--- config.mk ---
export PLATFORM = sky130hd
export DESIGN_NAME = ledlink_tx
export DESIGN_NICKNAME = d
export VERILOG_FILES = /design/src/rtl/ledlink_pkg.sv /design/src/rtl/ledlink_frame_build.sv /design/src/rtl/ledlink_seq.sv /design/src/rtl/ledlink_pins.sv /design/src/rtl/ledlink_rx.sv /design/src/rtl/ledlink_tx.sv
export SDC_FILE = /design/constraint.sdc
export NUM_CORES = 1
export LEC_CHECK = 0
export ABC_CLOCK_PERIOD_IN_PS = 5750
export BUFFER_PORTS_ARGS = -buffer_cell sky130_fd_sc_hd__buf_2
export CAP_MARGIN = 20
export CORE_MARGIN = 3
export CORE_UTILIZATION = 59
export DETAILED_ROUTE_END_ITERATION = 6
export PLACE_DENSITY = 0.84
export SLEW_MARGIN = 20
export SYNTH_ARGS = -nofsm -noshare
export SYNTH_HDL_FRONTEND = slang
export SYNTH_SLANG_ARGS = --single-unit
--- constraint.sdc ---
create_clock -name clk -period 5.75 [get_ports clk]
set_input_delay 0.2875 -clock clk [delete_from_list [all_inputs] [get_ports clk]]
set_output_delay 0.2875 -clock clk [all_outputs]
set_load 0.02 [all_outputs]
--- src/rtl/ledlink_pkg.sv ---
package ledlink_pkg;
    typedef enum logic [1:0] {
        ST_IDLE = 2'd0,
        ST_HIGH = 2'd1,
        ST_LOW  = 2'd2
    } link_state_t;
endpackage

--- src/rtl/ledlink_frame_build.sv ---
module ledlink_frame_build #(
    parameter int NUM_DRIVES = 8,
    parameter int NUM_SLOTS  = 4,
    parameter int LED_BITS   = 3,
    parameter int MAP_W      = 8,
    parameter int MAX_BITS   = 64
) (
    input  logic                            clk,
    input  logic                            rst_n,
    input  logic                            load_now,
    input  logic [NUM_SLOTS*MAP_W-1:0]      slot_map,
    input  logic [NUM_DRIVES*LED_BITS-1:0]  drive_leds,
    output logic [MAX_BITS-1:0]             frame_q
);
    localparam int USED_BITS = NUM_SLOTS * LED_BITS;

    logic [USED_BITS-1:0] slot_bits;
    logic [MAX_BITS-1:0]  frame_d;

    for (genvar s = 0; s < NUM_SLOTS; s++) begin : g_slot
        logic [MAP_W-1:0]    pick;
        logic [LED_BITS-1:0] grp;
        assign pick = slot_map[s*MAP_W +: MAP_W];
        always_comb begin
            grp = '0;
            for (int d = 0; d < NUM_DRIVES; d++) begin
                if (pick == MAP_W'(d)) grp = drive_leds[d*LED_BITS +: LED_BITS];
            end
        end
        assign slot_bits[s*LED_BITS +: LED_BITS] = grp;
    end

    always_comb begin
        frame_d = '0;
        frame_d[USED_BITS-1:0] = slot_bits;
    end

    always_ff @(posedge clk or negedge rst_n) begin
        if (!rst_n)        frame_q <= '0;
        else if (load_now) frame_q <= frame_d;
    end
endmodule

--- src/rtl/ledlink_seq.sv ---
module ledlink_seq
    import ledlink_pkg::*;
#(
    parameter int DIV_W = 20,
    parameter int LEN_W = 6
) (
    input  logic             clk,
    input  logic             rst_n,
    input  logic             en,
    input  logic [DIV_W-1:0] div,
    input  logic [LEN_W-1:0] len_m1,
    output link_state_t      state,
    output logic [LEN_W-1:0] idx,
    output logic             phase_first,
    output logic             half_flip,
    output logic             start_evt,
    output logic             frame_last,
    output logic             frame_begin
);
    link_state_t      state_q, state_d;
    logic [DIV_W-1:0] cnt_q, cnt_d, div_q;
    logic [LEN_W-1:0] idx_q, idx_d, len_q;
    logic             begin_q;
    logic             half_done;

    assign half_done = (cnt_q == div_q);

    always_comb begin
        state_d   = state_q;
        cnt_d     = cnt_q;
        idx_d     = idx_q;
        start_evt = 1'b0;
        unique case (state_q)
            ST_IDLE: begin
                if (en) begin
                    state_d   = ST_HIGH;
                    cnt_d     = '0;
                    idx_d     = '0;
                    start_evt = 1'b1;
                end
            end
            ST_HIGH: begin
                if (half_done) begin
                    state_d = ST_LOW;
                    cnt_d   = '0;
                end else begin
                    cnt_d = cnt_q + 1'b1;
                end
            end
            ST_LOW: begin
                if (half_done) begin
                    state_d = ST_HIGH;
                    cnt_d   = '0;
                    if (idx_q == len_q) begin
                        idx_d     = '0;
                        start_evt = 1'b1;
                    end else begin
                        idx_d = idx_q + 1'b1;
                    end
                end else begin
                    cnt_d = cnt_q + 1'b1;
                end
            end
            default: state_d = ST_IDLE;
        endcase
        if (!en) begin
            state_d   = ST_IDLE;
            cnt_d     = '0;
            idx_d     = '0;
            start_evt = 1'b0;
        end
    end

    always_ff @(posedge clk or negedge rst_n) begin
        if (!rst_n) begin
            state_q <= ST_IDLE;
            cnt_q   <= '0;
            idx_q   <= '0;
            len_q   <= '0;
            div_q   <= '0;
            begin_q <= 1'b0;
        end else begin
            state_q <= state_d;
            cnt_q   <= cnt_d;
            idx_q   <= idx_d;
            begin_q <= start_evt;
            if (start_evt) begin
                len_q <= len_m1;
                div_q <= div;
            end
        end
    end

    always_comb begin
        state       = state_q;
        idx         = idx_q;
        frame_begin = begin_q;
        phase_first = (state_q != ST_IDLE) && (cnt_q == '0);
        half_flip   = en && (state_q == ST_HIGH) && half_done;
        frame_last  = en && (state_q == ST_LOW) && half_done && (idx_q == len_q);
    end


    idle_when_off_chk: assert property (@(posedge clk) disable iff (!rst_n)
        !en |=> (state_q == ST_IDLE));

    half_order_chk: assert property (@(posedge clk) disable iff (!rst_n)
        (en && state_q == ST_HIGH && half_done) |=> (state_q == ST_LOW || state_q == ST_IDLE));

    idx_in_frame_chk: assert property (@(posedge clk) disable iff (!rst_n)
        (state_q != ST_IDLE) |-> (idx_q <= len_q));

    wrap_pulse_chk: assert property (@(posedge clk) disable iff (!rst_n)
        frame_last |=> begin_q);

    pulse_apart_chk: assert property (@(posedge clk) disable iff (!rst_n)
        !(begin_q && frame_last));
endmodule

--- src/rtl/ledlink_pins.sv ---
module ledlink_pins #(
    parameter int MAX_BITS = 64,
    parameter int LEN_W    = 6
) (
    input  logic                clk,
    input  logic                rst_n,
    input  logic                en,
    input  logic                active,
    input  logic                clk_hi,
    input  logic                half_flip,
    input  logic [MAX_BITS-1:0] frame_q,
    input  logic [LEN_W-1:0]    idx,
    input  logic                inv_sclk,
    input  logic                inv_load,
    input  logic                inv_dout,
    input  logic                load_late,
    input  logic                dout_late,
    output logic                ser_clk,
    output logic                ser_load,
    output logic                ser_dout
);
    logic bit_now, first_now;
    logic dout_late_q, load_late_q;
    logic ld_log, do_log;

    assign bit_now   = frame_q[idx];
    assign first_now = (idx == '0);

    always_ff @(posedge clk or negedge rst_n) begin
        if (!rst_n) begin
            dout_late_q <= 1'b0;
            load_late_q <= 1'b0;
        end else if (!active) begin
            dout_late_q <= 1'b0;
            load_late_q <= 1'b0;
        end else if (half_flip) begin
            dout_late_q <= bit_now;
            load_late_q <= first_now;
        end
    end

    always_comb begin
        ld_log   = load_late ? load_late_q : first_now;
        do_log   = dout_late ? dout_late_q : bit_now;
        ser_clk  = inv_sclk ^ (en & clk_hi);
        ser_load = inv_load ^ (en & active & ld_log);
        ser_dout = inv_dout ^ (en & active & do_log);
    end


    late_hold_chk: assert property (@(posedge clk) disable iff (!rst_n)
        (active && !half_flip && $past(active)) |=> $stable(dout_late_q));
endmodule

--- src/rtl/ledlink_rx.sv ---
module ledlink_rx #(
    parameter int RX_W  = 12,
    parameter int LEN_W = 6
) (
    input  logic             clk,
    input  logic             rst_n,
    input  logic             active,
    input  logic             phase_first,
    input  logic             clk_hi,
    input  logic             din_early,
    input  logic [LEN_W-1:0] idx,
    input  logic             sd_in,
    input  logic             frame_last,
    output logic [RX_W-1:0]  rx_bits
);
    logic [RX_W-1:0] acc_q, acc_d, rx_q;
    logic            sample_now;

    assign sample_now = active && phase_first && (din_early ? clk_hi : !clk_hi);

    always_comb begin
        acc_d = acc_q;
        if (sample_now) begin
            for (int i = 0; i < RX_W; i++) begin
                if (idx == LEN_W'(i)) acc_d[i] = sd_in;
            end
        end
    end

    always_ff @(posedge clk or negedge rst_n) begin
        if (!rst_n) begin
            acc_q <= '0;
            rx_q  <= '0;
        end else if (!active) begin
            acc_q <= '0;
        end else if (frame_last) begin
            rx_q  <= acc_d;
            acc_q <= '0;
        end else begin
            acc_q <= acc_d;
        end
    end

    assign rx_bits = rx_q;


    rx_at_end_chk: assert property (@(posedge clk) disable iff (!rst_n)
        !$stable(rx_q) |-> $past(frame_last));
endmodule

--- src/rtl/ledlink_tx.sv ---
module ledlink_tx
    import ledlink_pkg::*;
#(
    parameter int NUM_DRIVES = 8,
    parameter int NUM_SLOTS  = 4,
    parameter int LED_BITS   = 3,
    parameter int MAP_W      = 8,
    parameter int DIV_W      = 20,
    parameter int LEN_W      = 6
) (
    input  logic                            clk,
    input  logic                            rst_n,
    input  logic                            link_en,
    input  logic [DIV_W-1:0]                clk_div,
    input  logic [LEN_W-1:0]                frame_len_m1,
    input  logic                            inv_sclk,
    input  logic                            inv_load,
    input  logic                            inv_dout,
    input  logic                            load_late,
    input  logic                            dout_late,
    input  logic                            din_early,
    input  logic [NUM_SLOTS*MAP_W-1:0]      slot_map,
    input  logic [NUM_DRIVES*LED_BITS-1:0]  drive_leds,
    input  logic                            sd_in,
    output logic                            ser_clk,
    output logic                            ser_load,
    output logic                            ser_dout,
    output logic                            frame_start,
    output logic                            frame_end,
    output logic [NUM_SLOTS*LED_BITS-1:0]   rx_bits
);
    localparam int MAX_BITS = 2 ** LEN_W;
    localparam int RX_W     = NUM_SLOTS * LED_BITS;

    link_state_t         state;
    logic [LEN_W-1:0]    idx;
    logic                phase_first, half_flip, start_evt, frame_last, frame_begin;
    logic                active, clk_hi;
    logic [MAX_BITS-1:0] frame_q;

    assign active = (state != ST_IDLE);
    assign clk_hi = (state == ST_HIGH);

    ledlink_seq #(.DIV_W(DIV_W), .LEN_W(LEN_W)) u_seq (
        .clk(clk), .rst_n(rst_n), .en(link_en), .div(clk_div), .len_m1(frame_len_m1),
        .state(state), .idx(idx), .phase_first(phase_first), .half_flip(half_flip),
        .start_evt(start_evt), .frame_last(frame_last), .frame_begin(frame_begin)
    );

    ledlink_frame_build #(
        .NUM_DRIVES(NUM_DRIVES), .NUM_SLOTS(NUM_SLOTS), .LED_BITS(LED_BITS),
        .MAP_W(MAP_W), .MAX_BITS(MAX_BITS)
    ) u_build (
        .clk(clk), .rst_n(rst_n), .load_now(start_evt), .slot_map(slot_map),
        .drive_leds(drive_leds), .frame_q(frame_q)
    );

    ledlink_pins #(.MAX_BITS(MAX_BITS), .LEN_W(LEN_W)) u_pins (
        .clk(clk), .rst_n(rst_n), .en(link_en), .active(active), .clk_hi(clk_hi),
        .half_flip(half_flip), .frame_q(frame_q), .idx(idx),
        .inv_sclk(inv_sclk), .inv_load(inv_load), .inv_dout(inv_dout),
        .load_late(load_late), .dout_late(dout_late),
        .ser_clk(ser_clk), .ser_load(ser_load), .ser_dout(ser_dout)
    );

    ledlink_rx #(.RX_W(RX_W), .LEN_W(LEN_W)) u_rx (
        .clk(clk), .rst_n(rst_n), .active(active), .phase_first(phase_first),
        .clk_hi(clk_hi), .din_early(din_early), .idx(idx), .sd_in(sd_in),
        .frame_last(frame_last), .rx_bits(rx_bits)
    );

    assign frame_start = frame_begin;
    assign frame_end   = frame_last;
endmodule

==> results.ini <==
[worst_setup_path]
rr_startpoint = u_seq.cnt_q[8]
crit_path_end_kind = flop
r2r_end = u_seq.len_q[5]
worstPathRequired_ns = 6.01
r2r_slack_ns = 2.60
worstSetupStartpointType = flop
endpoint = u_seq.len_q[5]
startpoint = u_seq.cnt_q[8]
path_class = reg -> reg
crit_arrival_ns = 3.40
r2r_cells = 7
path_max_fanout = 34

[clock_tree]
cts_tree = built
post_cts_resized = 0
worst_skew_pair.late_latency_ns = 0.37
cts_root_buf = clkbuf_8
htree_levels = 3
cts.sinks = 93
clkTransAtPathRegs_ns = 0.09
cts_post_setup_buffers_inserted = 0
cts_buffers = 9
clk_path_buf_depth = 2

[status]
status = complete, no violations

[die]
start_util = 0.611
fp.dieH_microns = 104
row_count = 35
core_sq_um = 9280
die-area_sq_um = 10800
fp.dieW_microns = 104
pin_count = 109

[drt]
drt_wl_total_mm = 13.5
drt_first_iter_violations = 357
postRouteAntennaNets = 0
wl_per_cell_microns = 18.0
drc = 0
vias = 4555
dr.pass1.iters = 5
viasPerCell = 6.07

[synth]
ys.flop_type = dfrtp_1
synth.yosys.warnings = 0
netlist_instances = 529
synth.net_count = 631
synth-async-reset-ratio = 1.00
ys_ff_latch = 93
synth_edf_count = 0
syn_avg_cell_area_sq_um = 10.7
netlist-cell-type-count = 60
ys_seq_area_frac = 0.410
synthesis.area_sq_um = 5680

[pwr]
p_leak_nw = 2.85
irDropWorstVdd_uv = 131
power.density_nw_per_um2 = 235
total_power_mw = 1.52

[sta]
grt_setup_unrepaired = no
fmax_mhz = 318
setup_slack_ns = 2.60
timing.final.crit_share = 0.547
worstMarginPinSlew_ns = 1.01
fin_setup_tns_ns = 0
hold_viol = 0
fin_crit_ns = 3.15
drv_slew = 0
clock_skew_ns = 0.0116
setup_violations = 0
relSlewSlack = 0.330

[flow_run]
max-cap-violations = 0

[global_routing]
grt_use_total = 0.256
grt_overflow = 0
grt_pass1_vias = 4659
grt_max_degree = 51
grt_pass1_wl_mm = 22.4
antenna_found_initial = 0

[layout]
finalNetCount = 718
final_cell_area_sq_um = 6470
layout_common_cells = 107 x buf_2, 93 x dfrtp_1, 43 x mux2i_1
layout.cells.most_common = buf_2
area_delta_synth_final_pct = 14.0
drive_gt1_frac = 0.309
fillers = 686
antennaDiodeCount = 0
final_cells = 750

[placement]
place_ws_ns = 2.63
place_congestion = 0.924
dpl_cell_area_sq_um = 6220
dpl.hpwl_mm = 10.3
port_buffers = 108
dpl.cell_count = 733

[hold_path]
min_path_type = in -> reg

synthesized netlist by cell type (2+ instances only):
cell type | n | area (sq um)
nor3_1 | 12 | 60.1
xnor2_1 | 26 | 228
or3_1 | 2 | 12.5
or2_2 | 2 | 12.5
nand4_1 | 12 | 75.1
mux2_2 | 29 | 327
a211oi_1 | 2 | 15.0
o21bai_1 | 2 | 15.0
inv_1 | 25 | 93.8
or3b_2 | 3 | 26.3
nand2b_1 | 7 | 43.8
nand3_1 | 22 | 110
a22oi_1 | 3 | 22.5
and3_1 | 3 | 18.8
a21oi_1 | 12 | 60.1
a21o_1 | 2 | 15.0
nor3_2 | 3 | 30.0
o21ai_0 | 18 | 90.1
buf_4 | 3 | 22.5
clkbuf_2 | 2 | 10.0
nor4_1 | 11 | 68.8
ha_1 | 10 | 125
a31oi_1 | 3 | 18.8
buf_2 | 11 | 55.1
mux2_1 | 9 | 101
a32o_1 | 2 | 20.0
o41ai_1 | 2 | 17.5
nand2_1 | 38 | 143
xor2_1 | 5 | 43.8
o221ai_1 | 2 | 17.5
nand3b_1 | 4 | 30.0
nor2_1 | 38 | 143
clkbuf_1 | 16 | 60.1
mux2i_1 | 43 | 430
o2bb2ai_1 | 3 | 26.3
o31a_1 | 3 | 26.3
dfrtp_1 | 93 | 2330
mux4_2 | 24 | 541
flip-flops by register name (all words and copies together), names as in the netlist:
| register | cells |
|---|---|
| u_build.frame_q | 12 |
| u_pins.dout_late_q | 1 |
| u_pins.load_late_q | 1 |
| u_rx.acc_q | 12 |
| u_rx.rx_bits | 12 |
| u_seq.cnt_q | 20 |
| u_seq.div_q | 20 |
| u_seq.frame_begin | 1 |
| u_seq.idx | 6 |
| u_seq.len_q | 6 |
| u_seq.state | 2 |
worst max-delay path, cell delays in order, from the launching register on:
cell and delay, ns:
dfrtp_1 0.56, xnor2_1 0.16, nand4_1 0.16, nor3_2 0.27, nand2_1 0.57, o21ai_4 0.46
buf_4 0.44, mux2_2 0.40
power breakdown:
group          total (mW)  switching [mW]  internal, mW
sequential          0.736          0.0373         0.699
clock               0.495           0.244         0.252
combinational       0.287           0.143         0.143
stage by stage:
stage	hold WS, ns	util
2_1_floorplan	-0.00809	-
3_3_place_gp	0.307	0.670
3_5_place_dp	0.317	0.670
4_1_cts	0.136	0.696
5_1_grt	0.119	0.697
6_report	0.148	0.697
timing repair:
| item | 4_1_cts | 5_1_grt |
|---|---|---|
| hold buffers | 1 | 0 |
| endpoints found under the setup margin | 0 | 0 |
| hold endpoints to repair | 43 | 0 |
area by class of cell:
type,count,area [sq um],share of cell area
flip-flops and latches,93,2330,0.360
inverters,25,93.8,0.0145
repair buffers,111,568,0.0878
clock buffers,9,124,0.0191
well taps,129,161,0.0250
clock inverters,7,105,0.0162
multi-input cells,376,3090,0.478
kinds of logic (layout without fill, tap and decap cells):
kind of cell	Yosys count	in the layout	share of synthesized area
multiplexers	105	105	0.246
buffers and inverters	60	152	0.0478
AO/OA/AOI/OAI	65	65	0.0785
AND/OR/NAND/NOR	165	165	0.147
adder cells (fa/ha/maj)	10	10	0.0220
XOR/XNOR	31	31	0.0478
flip-flops	93	93	0.410
worst min-delay path by stage:
stage,endpoint,cells after the start,from,slack [ns]
after floorplan,u_build.frame_q[0],0,rst_n,-0.008
after global routing,u_seq.div_q[10],2,clk_div[10],0.12
final,u_seq.len_q[4],2,frame_len_m1[4],0.15
after CTS,u_seq.len_q[2],2,frame_len_m1[2],0.14
after global placement,u_seq.div_q[0],1,rst_n,0.31
after detailed placement,u_seq.cnt_q[10],1,rst_n,0.32
layer usage:
layer	global-route usage	routed length, microns	vias to the layer above
met1	0.318	5290	2210
li1	-	-	2097
met3	0.0602	845	51
met5	0	0	-
met2	0.429	6870	197
met4	0.108	497	0
No activity file was read; power rests on OpenSTA's default activity.
